--- src/rtl/srx_pkg.sv ---
package srx_pkg;

    typedef enum logic [2:0] {
        ST_IDLE,
        ST_START,
        ST_DATA,
        ST_PARITY,
        ST_STOP,
        ST_HOLD
    } rx_state_e;

    localparam logic [1:0] FM_EIGHT = 2'b00;
    localparam logic [1:0] FM_SEVEN = 2'b01;
    localparam logic [1:0] FM_NINE  = 2'b10;
    localparam logic [1:0] FM_LOOP  = 2'b11;

    typedef struct packed {
        logic [8:0] data;
        logic       par_bad;
        logic       stop_low;
        logic       all_low;
    } frame_res_t;

endpackage

--- src/rtl/srx_sync.sv ---
module srx_sync #(
    parameter int STAGES = 2
) (
    input  logic clk,
    input  logic rst_n,
    input  logic loop_sel,
    input  logic rx_pin,
    input  logic tx_loop,
    output logic line
);
    logic [STAGES-1:0] sr;
    logic              src;

    assign src = loop_sel ? tx_loop : rx_pin;

    generate
        if (STAGES == 1) begin : g_one
            always_ff @(posedge clk or negedge rst_n) begin
                if (!rst_n) sr <= '1;
                else        sr <= src;
            end
        end else begin : g_many
            always_ff @(posedge clk or negedge rst_n) begin
                if (!rst_n) sr <= '1;
                else        sr <= {sr[STAGES-2:0], src};
            end
        end
    endgenerate

    assign line = sr[STAGES-1];
endmodule

--- src/rtl/srx_fsm.sv ---
module srx_fsm
    import srx_pkg::*;
#(
    parameter int OVS = 16
) (
    input  logic       clk,
    input  logic       rst_n,
    input  logic       tick,
    input  logic       line,
    input  logic [1:0] frame_mode,
    input  logic       par_en,
    input  logic [1:0] par_sel,
    output logic       receiving,
    output logic       done,
    output frame_res_t res
);
    localparam int CW  = $clog2(OVS);
    localparam int MID = OVS / 2 - 1;

    rx_state_e       state, nxt;
    logic [CW-1:0]   cnt;
    logic [3:0]      bit_idx;
    logic [3:0]      nbits;
    logic [8:0]      shreg;
    logic            par_bit;
    logic            all_low;
    logic            use_par;
    logic            samp;
    logic            ones;
    logic            par_bad;

    always_comb begin
        unique case (frame_mode)
            FM_EIGHT: nbits = 4'd8;
            FM_SEVEN: nbits = 4'd7;
            default:  nbits = 4'd9;
        endcase
    end

    assign use_par = par_en && !frame_mode[1];
    assign samp = tick && ((state == ST_START) ? (cnt == CW'(MID))
                                               : (cnt == CW'(OVS - 1)));
    assign ones = ^shreg[7:0];

    always_comb begin
        unique case (par_sel)
            2'b00:   par_bad = (ones ^ par_bit) != 1'b1;
            2'b01:   par_bad = (ones ^ par_bit) != 1'b0;
            2'b10:   par_bad = !par_bit;
            default: par_bad = par_bit;
        endcase
    end

    // next-state logic
    always_comb begin
        nxt = state;
        unique case (state)
            ST_IDLE:   if (tick && !line) nxt = ST_START;
            ST_START:  if (samp) nxt = line ? ST_IDLE : ST_DATA;
            ST_DATA:   if (samp && bit_idx == nbits - 4'd1)
                           nxt = use_par ? ST_PARITY : ST_STOP;
            ST_PARITY: if (samp) nxt = ST_STOP;
            ST_STOP:   if (samp) nxt = (all_low && !line) ? ST_HOLD : ST_IDLE;
            ST_HOLD:   if (tick && line) nxt = ST_IDLE;
            default:   nxt = ST_IDLE;
        endcase
    end

    // state register
    always_ff @(posedge clk or negedge rst_n) begin
        if (!rst_n) state <= ST_IDLE;
        else        state <= nxt;
    end

    // datapath and outputs
    always_ff @(posedge clk or negedge rst_n) begin
        if (!rst_n) begin
            cnt     <= '0;
            bit_idx <= '0;
            shreg   <= '0;
            par_bit <= 1'b0;
            all_low <= 1'b0;
            done    <= 1'b0;
            res     <= '0;
        end else begin
            done <= 1'b0;
            if (nxt != state || samp) cnt <= '0;
            else if (tick)            cnt <= cnt + 1'b1;

            if (state == ST_IDLE && nxt == ST_START) begin
                shreg   <= '0;
                bit_idx <= '0;
                all_low <= 1'b1;
            end
            if (samp && state == ST_DATA) begin
                shreg[bit_idx] <= line;
                bit_idx        <= bit_idx + 4'd1;
                all_low        <= all_low & !line;
            end
            if (samp && state == ST_PARITY) begin
                par_bit <= line;
                all_low <= all_low & !line;
            end
            if (samp && state == ST_STOP) begin
                done         <= 1'b1;
                res.data     <= shreg;
                res.stop_low <= !line;
                res.all_low  <= all_low & !line;
                res.par_bad  <= use_par & par_bad;
            end
        end
    end

    always_comb begin
        receiving = (state == ST_START) || (state == ST_DATA) ||
                    (state == ST_PARITY) || (state == ST_STOP);
    end
endmodule

--- src/rtl/srx_status.sv ---
module srx_status
    import srx_pkg::*;
#(
    parameter int DW = 8
) (
    input  logic          clk,
    input  logic          rst_n,
    input  logic          done,
    input  frame_res_t    res,
    input  logic          rd_data,
    input  logic          rd_status,
    output logic [DW-1:0] rx_data,
    output logic          rx_bit9,
    output logic          buf_full,
    output logic          err_overrun,
    output logic          err_frame,
    output logic          err_parity,
    output logic          err_break
);
    logic load;
    logic lost;

    assign load = done && (!buf_full || rd_data);
    assign lost = done && buf_full && !rd_data;

    always_ff @(posedge clk or negedge rst_n) begin
        if (!rst_n) begin
            rx_data     <= '0;
            rx_bit9     <= 1'b0;
            buf_full    <= 1'b0;
            err_overrun <= 1'b0;
            err_frame   <= 1'b0;
            err_parity  <= 1'b0;
            err_break   <= 1'b0;
        end else begin
            if (load) begin
                rx_data  <= res.data[DW-1:0];
                rx_bit9  <= res.data[8];
                buf_full <= 1'b1;
            end else if (rd_data) begin
                buf_full <= 1'b0;
            end
            err_overrun <= lost                     | (err_overrun & !rd_status);
            err_frame   <= (done && res.stop_low)   | (err_frame   & !rd_status);
            err_parity  <= (done && res.par_bad)    | (err_parity  & !rd_status);
            err_break   <= (done && res.all_low)    | (err_break   & !rd_status);
        end
    end
endmodule

--- src/rtl/serial_rx_sticky.sv ---
module serial_rx_sticky
    import srx_pkg::*;
#(
    parameter int OVS         = 16,
    parameter int SYNC_STAGES = 2
) (
    input  logic       clk,
    input  logic       rst_n,
    input  logic       rx_pin,
    input  logic       tx_loop,
    input  logic       tick16,
    input  logic [1:0] frame_mode,
    input  logic       par_en,
    input  logic [1:0] par_sel,
    input  logic       rd_data,
    input  logic       rd_status,
    output logic [7:0] rx_data,
    output logic       rx_bit9,
    output logic       buf_full,
    output logic       err_overrun,
    output logic       err_frame,
    output logic       err_parity,
    output logic       err_break,
    output logic       err_any,
    output logic       receiving
);
    logic       line;
    logic       frame_done;
    frame_res_t frame_res;

    srx_sync #(.STAGES(SYNC_STAGES)) u_sync (
        .clk      (clk),
        .rst_n    (rst_n),
        .loop_sel (frame_mode == FM_LOOP),
        .rx_pin   (rx_pin),
        .tx_loop  (tx_loop),
        .line     (line)
    );

    srx_fsm #(.OVS(OVS)) u_fsm (
        .clk        (clk),
        .rst_n      (rst_n),
        .tick       (tick16),
        .line       (line),
        .frame_mode (frame_mode),
        .par_en     (par_en),
        .par_sel    (par_sel),
        .receiving  (receiving),
        .done       (frame_done),
        .res        (frame_res)
    );

    srx_status #(.DW(8)) u_status (
        .clk         (clk),
        .rst_n       (rst_n),
        .done        (frame_done),
        .res         (frame_res),
        .rd_data     (rd_data),
        .rd_status   (rd_status),
        .rx_data     (rx_data),
        .rx_bit9     (rx_bit9),
        .buf_full    (buf_full),
        .err_overrun (err_overrun),
        .err_frame   (err_frame),
        .err_parity  (err_parity),
        .err_break   (err_break)
    );

    assign err_any = err_overrun | err_frame | err_parity | err_break;
endmodule

--- config.mk ---
export PLATFORM = sky130hd
export DESIGN_NAME = serial_rx_sticky
export DESIGN_NICKNAME = d
export VERILOG_FILES = /design/src/rtl/srx_pkg.sv /design/src/rtl/srx_sync.sv /design/src/rtl/srx_fsm.sv /design/src/rtl/srx_status.sv /design/src/rtl/serial_rx_sticky.sv
export SDC_FILE = /design/constraint.sdc
export NUM_CORES = 1
export LEC_CHECK = 0
export ABC_AREA = 1
export CORE_ASPECT_RATIO = 1.1
export CORE_MARGIN = 2
export CORE_UTILIZATION = 60
export CTS_CLUSTER_DIAMETER = 100
export CTS_CLUSTER_SIZE = 10
export DETAILED_ROUTE_END_ITERATION = 12
export PLACE_DENSITY = 0.81
export RECOVER_POWER = 50
export SLEW_MARGIN = 20
export SYNTH_ARGS = -nofsm -noshare
export SYNTH_HDL_FRONTEND = slang
export SYNTH_HIERARCHICAL = 1
export SYNTH_SLANG_ARGS = --single-unit
--- constraint.sdc ---
create_clock -name clk -period 2.54 [get_ports clk]
set_input_delay 0.254 -clock clk [delete_from_list [all_inputs] [get_ports clk]]
set_output_delay 0.254 -clock clk [all_outputs]
set_load 0.1 [all_outputs]
==> impl_metrics.env, run 1 <==
export IMPL_root_buffer="clkbuf_8"
export IMPL_hp_start="u_sync/sr[0]"
export IMPL_critPathKind="in -> reg"
export IMPL_ys_seq_area_frac=0.505
export IMPL_hpwl_um=3450
export IMPL_port_buffers=27
export IMPL_final_layout_size_suffix_gt1_frac=0.119
export IMPL_crit_path_start="tick16"
export IMPL_cp_depth=10
export IMPL_reg2reg_slack_ns=0.64
export IMPL_cts_max_level=2
export IMPL_numCtsBuffers=5
export IMPL_ys_warn_count=6
export IMPL_clock_sinks=51
export IMPL_worst_ep_required_time_ns=2.72
export IMPL_grt_max_degree=30
export IMPL_hold_buffers=1
export IMPL_clock_latency_ns=0.30
export IMPL_start_kind="input pin"
export IMPL_cp_endpoint="u_fsm/shreg[3]"
export IMPL_r2r_end="u_fsm/shreg[3]"
export IMPL_synth_seq_cells=51
export IMPL_drtIter0Drc=91
export IMPL_syn_to_final_growth_pct=13.3
export IMPL_finalNonFillerCells=381
export IMPL_drv_cap=1
export IMPL_violations="capacitance limit, slew limit"
export IMPL_row_count=24
export IMPL_grt_use_total=0.207
export IMPL_timing_final_crit_share=0.761
export IMPL_crit_path_max_fanout=11
export IMPL_reg2reg_from="u_fsm/cnt[0]"
export IMPL_core_sq_mm=0.00402
export IMPL_fin_tns_setup_ns=0
export IMPL_syn_inst=297
export IMPL_hold_viol=0
export IMPL_drc=0
export IMPL_fin_nets=345
export IMPL_worst_pin_slew_ns=1.52
export IMPL_grt_pass1_vias=1852
export IMPL_boundaryPins=28
export IMPL_drt_vias_per_instance=5.22
export IMPL_crit_family="simple AND/OR/NAND/NOR gates"
export IMPL_first_pass_iters=4
export IMPL_cts_max_path_buffers=2
export IMPL_cts_resized=0
export IMPL_reg2reg_depth=10
export IMPL_die_x_um=65.9
export IMPL_crit_path_max_incr_delay_ns=0.62
export IMPL_path_clk_slew_ns=0.09
export IMPL_cp_arrival_ns=2.11
export IMPL_synth_top_area_frac=0.484
export IMPL_insertedDiodeCount=0
export IMPL_synth_area_sq_mm=0.00253
export IMPL_status="complete, but fails checks"
export IMPL_ant_nets=0
export IMPL_wire_per_inst_um=11.9
export IMPL_crit_path_end_kind="flip-flop"
export IMPL_cellPowerDensity_mw_per_mm2=653
export IMPL_die_area_sq_mm=0.00476
export IMPL_grt_remaining_overflow=0
export IMPL_die_y_um=72.1
export IMPL_fmax_mhz=518
export IMPL_gp_congestion=0.923
export IMPL_avgSynthCellArea_sq_um=8.53
export IMPL_final_max_slew_violation_count=30
export IMPL_synth_distinct_cells=30
export IMPL_critPathSlowestCell="clkdlybuf4s50_1"
export IMPL_cts_setup_buffers=0
export IMPL_rsz0062_at_grt="no"
export IMPL_fin_util=0.713
export IMPL_placedCellCount=372
export IMPL_min_path_type="reg -> reg"
export IMPL_antenna_found_initial=0
export IMPL_synthTopCellsByArea="dfrtp_1, nand2_1, nand3_1"
export IMPL_routed_wl_um=4530
export IMPL_grt_pass1_wl_um=7590
export IMPL_p_leak_nw=1.45
export IMPL_via_count=1989
export IMPL_ir_worst_vdd_mv=0.550
export IMPL_synth_area_leader_cell="dfrtp_1"
export IMPL_initial_core_util=0.629
export IMPL_finalSetupViolations=0
export IMPL_finClkSkew_ns=0.00288
export IMPL_relSlewSlack=-0.0134
export IMPL_worstPathCellList="clkdlybuf4s50_1 > nand2_2 > nor2_2 > nand3_4 > nor2_4 > inv_2 > nor2_1 > nand2_1 > nand3_1 > o21ai_1"
export IMPL_synth_nets=314
export IMPL_cp_num_buf_inv=2
export IMPL_min_period_ns=1.93
export IMPL_cts_tree="yes"
[per-stage QoR]
step	setup slack [ns]	instance area (sq um)	hold slack, ns	power [mW]
2_1_floorplan	0.579	2530	-0.0416	1.23
3_3_place_gp	0.388	2790	0.304	1.32
3_5_place_dp	0.292	2790	0.310	1.33
4_1_cts	0.619	2910	0.364	1.89
5_1_grt	0.380	2870	0.366	1.97
6_report	0.608	2870	0.362	1.87
[worst min path at each step]
stage | end | slack [ns] | cells after the start
6_report | u_sync/sr[1] | 0.36 | 0
5_1_grt | u_sync/sr[1] | 0.37 | 0
3_5_place_dp | u_status/rx_data[6] | 0.31 | 1
2_1_floorplan | u_fsm/all_low | -0.04 | 0
4_1_cts | u_sync/sr[1] | 0.36 | 0
3_3_place_gp | u_status/rx_data[6] | 0.30 | 1
[synthesized netlist by cell type (all sizes together)]
library cell,instances
clkbuf,3
nand4,9
xnor2,7
inv,33
o22ai,1
mux2i,1
nand2,91
a21oi,7
o21ai,17
nor2,22
xor2,4
dfstp,2
buf,5
ha,5
nor3,5
nand3,36
dfrtp,49
[final cells by class]
class	count	area, sq um
flip-flops and latches	51	1280
well taps	52	65.1
clock inverters	3	43.8
clock buffers	5	68.8
inverters	33	124
repair buffers	32	223
multi-input cells	205	1070
fillers	325	1150
[logic make-up (layout without fill, tap and decap cells)]
| group | after synthesis | count (layout) | share of synthesized area |
|---|---|---|---|
| fa+ha+maj | 5 | 5 | 0.0247 |
| compound gates | 25 | 25 | 0.0514 |
| mux | 1 | 1 | 0.00395 |
| flops | 51 | 51 | 0.505 |
| buf+inv | 41 | 73 | 0.0731 |
| xor+xnor | 11 | 11 | 0.0380 |
| simple gates | 163 | 163 | 0.304 |
[worst reg2reg max path: cells and delay by family, from the launching register on]
family | cells | cell delay, ns
simple gates | 7 | 1.07
compound gates | 1 | 0.06
fa+ha+maj | 1 | 0.18
flops | 1 | 0.41
buf+inv | 1 | 0.07
[per-layer routing]
| layer | up-vias | GRT usage | wire length (um) |
|---|---|---|---|
| met1 | 919 | 0.245 | 2000 |
| met4 | 0 | 0.0544 | 51 |
| met5 | - | 0 | 0 |
| li1 | 1017 | - | - |
| met3 | 7 | 0.0465 | 227 |
| met2 | 46 | 0.378 | 2250 |
[cell usage in the layout (no fill, tap or decap), types with 4 or more instances in the layout]
cell type / n
nor2_1: 19
clkbuf_8: 5
dfrtp_1: 49
xor2_1: 4
o21ai_0: 8
nor3_2: 4
xnor2_1: 7
inv_1: 29
o21ai_1: 9
a21oi_1: 6
ha_1: 5
nand4_1: 8
nand2_2: 4
inv_2: 4
nand2_1: 85
buf_4: 9
nand3_1: 35
clkdlybuf4s50_1: 9
clkbuf_1: 12
[sequential cells by signal, summed over array words and instances (netlist names), 2 cells and up]
signal / cells
u_fsm/state: 3
u_sync/sr: 2
u_fsm/res: 12
u_fsm/bit_idx: 4
u_status/rx_data: 8
u_fsm/shreg: 9
u_fsm/cnt: 4
[where the power goes]
group          total [mW]  switching, mW  internal, mW
Combinational       0.404          0.271         0.133
Clock               0.549          0.256         0.293
Sequential          0.919         0.0550         0.864
No activity file was read; power rests on OpenSTA's default activity.
==> inputs of run 2 (changes only) <==
--- a/config.mk
+++ b/config.mk
@@ -8,11 +8,11 @@
 export ABC_AREA = 1
 export CORE_ASPECT_RATIO = 1.1
 export CORE_MARGIN = 2
-export CORE_UTILIZATION = 60
+export CORE_UTILIZATION = 50
 export CTS_CLUSTER_DIAMETER = 100
 export CTS_CLUSTER_SIZE = 10
 export DETAILED_ROUTE_END_ITERATION = 12
-export PLACE_DENSITY = 0.81
+export PLACE_DENSITY = 0.72
 export RECOVER_POWER = 50
 export SLEW_MARGIN = 20
 export SYNTH_ARGS = -nofsm -noshare
==> constraint.sdc (replaced) <==
create_clock -name clk -period 1.7 [get_ports clk]
set_input_delay 0.17 -clock clk [delete_from_list [all_inputs] [get_ports clk]]
set_output_delay 0.17 -clock clk [all_outputs]
set_load 0.1 [all_outputs]
==> run 2 against run 1 <==
Compared with the run above:
- the run now ends clean
- clock skew is 0.0042 ns higher
- wire length is 4.8% higher
- clock-buffer cell count grew 1
- largest power group unchanged
- combinational power up 88%
- sequential share of layout area down 4.7 points
- cell count up 5.2%
- critical path type is now reg -> reg
- flip-flop and latch count did not move
- cell area grew 12%
- total power up 65%
- critical path depth stayed put
- worst hold slack got worse by 0.0023 ns
==> impl_metrics.env, run 2 (same netlist as run 1, synthesis figures left out) <==
export IMPL_cts_max_level=2
export IMPL_drv_cap=0
export IMPL_cp_endpoint="u_fsm/all_low"
export IMPL_cts_max_path_buffers=2
export IMPL_largest_reg_flops=12
export IMPL_place_ws_ns=-0.110
export IMPL_start_kind="flip-flop"
export IMPL_crit_path_max_incr_delay_ns=0.39
export IMPL_hold_viol=0
export IMPL_first_pass_iters=4
export IMPL_core_sq_mm=0.00493
export IMPL_grt_pass1_vias=1925
export IMPL_fin_total_pwr_mw=3.10
export IMPL_finalNonFillerCells=401
export IMPL_status="complete, no violations"
export IMPL_boundaryPins=28
export IMPL_min_period_ns=1.64
export IMPL_finClkSkew_ns=0.00711
export IMPL_top_register="u_fsm/res"
export IMPL_numCtsBuffers=5
export IMPL_ant_nets=0
export IMPL_die_y_um=78.6
export IMPL_grt_remaining_overflow=0
export IMPL_layout_commonest_cell="nand2_1"
export IMPL_clock_latency_ns=0.30
export IMPL_antenna_found_initial=0
export IMPL_critPathKind="reg -> reg"
export IMPL_fin_tns_setup_ns=0
export IMPL_relSlewSlack=0.206
export IMPL_initial_core_util=0.513
export IMPL_multi_input_area_sq_mm=0.00116
export IMPL_rsz0062_at_grt="yes"
export IMPL_worst_pin_slew_ns=1.19
export IMPL_layout_setup_ws_ns=0.0648
export IMPL_crit_path_start="u_fsm/cnt[0]"
export IMPL_timing_final_crit_share=0.962
export IMPL_syn_to_final_growth_pct=26.9
export IMPL_drt_vias_per_instance=5.14
export IMPL_ir_worst_vdd_mv=0.727
export IMPL_critPathSlowestCell="dfrtp_1"
export IMPL_fmax_mhz=612
export IMPL_hold_slack_ns=0.359
export IMPL_insertedDiodeCount=0
export IMPL_reg2reg_slack_ns=0.06
export IMPL_routed_wl_um=4750
export IMPL_row_count=27
export IMPL_placedCellCount=390
export IMPL_cellPowerDensity_mw_per_mm2=964
export IMPL_gp_congestion=0.821
export IMPL_fin_nets=359
export IMPL_reg2reg_depth=10
export IMPL_grt_pass1_wl_um=8220
export IMPL_nFillCells=413
export IMPL_finalSetupViolations=0
export IMPL_final_max_slew_violation_count=0
export IMPL_die_x_um=71.9
export IMPL_cp_arrival_ns=1.87
export IMPL_grt_use_total=0.186
export IMPL_crit_path_end_kind="flip-flop"
export IMPL_clock_sinks=51
export IMPL_place_area_sq_mm=0.00296
export IMPL_cts_tree="yes"
export IMPL_root_buffer="clkbuf_8"
export IMPL_final_layout_size_suffix_gt1_frac=0.251
export IMPL_port_buffers=27
export IMPL_drc=0
export IMPL_seqCellArea_sq_mm=0.00128
export IMPL_worst_ep_required_time_ns=1.93
export IMPL_via_count=2063
export IMPL_reg2reg_from="u_fsm/cnt[0]"
export IMPL_path_clk_slew_ns=0.08
export IMPL_min_path_type="reg -> reg"
export IMPL_top_regs="u_fsm/res x12, u_fsm/shreg x9, u_status/rx_data x8"
export IMPL_die_area_sq_mm=0.00565
export IMPL_p_leak_nw=1.60
export IMPL_design_area_sq_mm=0.00321
export IMPL_cpMostUsedCell="nor2_4"
export IMPL_layout_common_cells="nand2_1, dfrtp_1, inv_1"
export IMPL_r2r_end="u_fsm/all_low"
export IMPL_drtIter0Drc=51
export IMPL_grt_max_degree=24
export IMPL_wire_per_inst_um=11.8
export IMPL_fin_util=0.651
export IMPL_hpwl_um=3580
export IMPL_crit_path_max_fanout=6
export IMPL_worstPathCellList="ha_2 > nand2_2 > nor2_4 > nand3_4 > nor2_4 > inv_2 > buf_6 > nand2_1 > nor3_1 > nor2_1"
## run 2: cell types whose count changed in the layout (fill, tap and decap cells not counted), sizes merged
cell and delta:
bufinv +1, clkinv -2, clkbuf -10, buf +25
## run 2: worst min path at each step
stage | from | to | slack (ns) | cells past startpoint
2_1_floorplan | rst_n | u_fsm/all_low | -0.13 | 0
3_3_place_gp | rst_n | u_fsm/res[9] | 0.17 | 1
3_5_place_dp | rst_n | u_fsm/res[9] | 0.17 | 1
4_1_cts | rx_pin | u_sync/sr[0] | 0.35 | 3
5_1_grt | u_sync/sr[0] | u_sync/sr[1] | 0.37 | 0
6_report | u_sync/sr[0] | u_sync/sr[1] | 0.36 | 0
## run 2: critical path, delay by kind of cell (launching register included)
kind	cells	cell delay (ns)
AND/OR/NAND/NOR	7	0.79
flip-flops	1	0.39
buffers and inverters	2	0.19
adder cells (fa/ha/maj)	1	0.18
## run 2: routing by layer
metal | global-route usage | routed length [um] | vias to the layer above
li1 | - | - | 1041
met1 | 0.218 | 2060 | 964
met2 | 0.326 | 2410 | 49
met3 | 0.0449 | 203 | 9
met4 | 0.0717 | 76 | 0
met5 | 0 | 0 | -
## run 2: where the power goes
| group | switching (mW) | internal (mW) |
|---|---|---|
| clock network | 0.381 | 0.588 |
| registers | 0.0788 | 1.29 |
| logic | 0.465 | 0.293 |
## run 2: final cells by class
type | count | area share
Tap cell | 58 | 0.0226
Clock inverter | 2 | 0.0187
Clock buffer | 6 | 0.0226
Timing Repair Buffer | 46 | 0.137
Inverter | 33 | 0.0393
Multi-Input combinational cell | 205 | 0.361
Sequential cell | 51 | 0.398
## run 2: what timing repair did
action / in CTS / in global routing
resized for setup: 0 / 26
hold endpoints to repair: 17 / 0
endpoints found under the setup margin: 0 / 27
buffers inserted: 0 / 2
hold buffers: 1 / 0
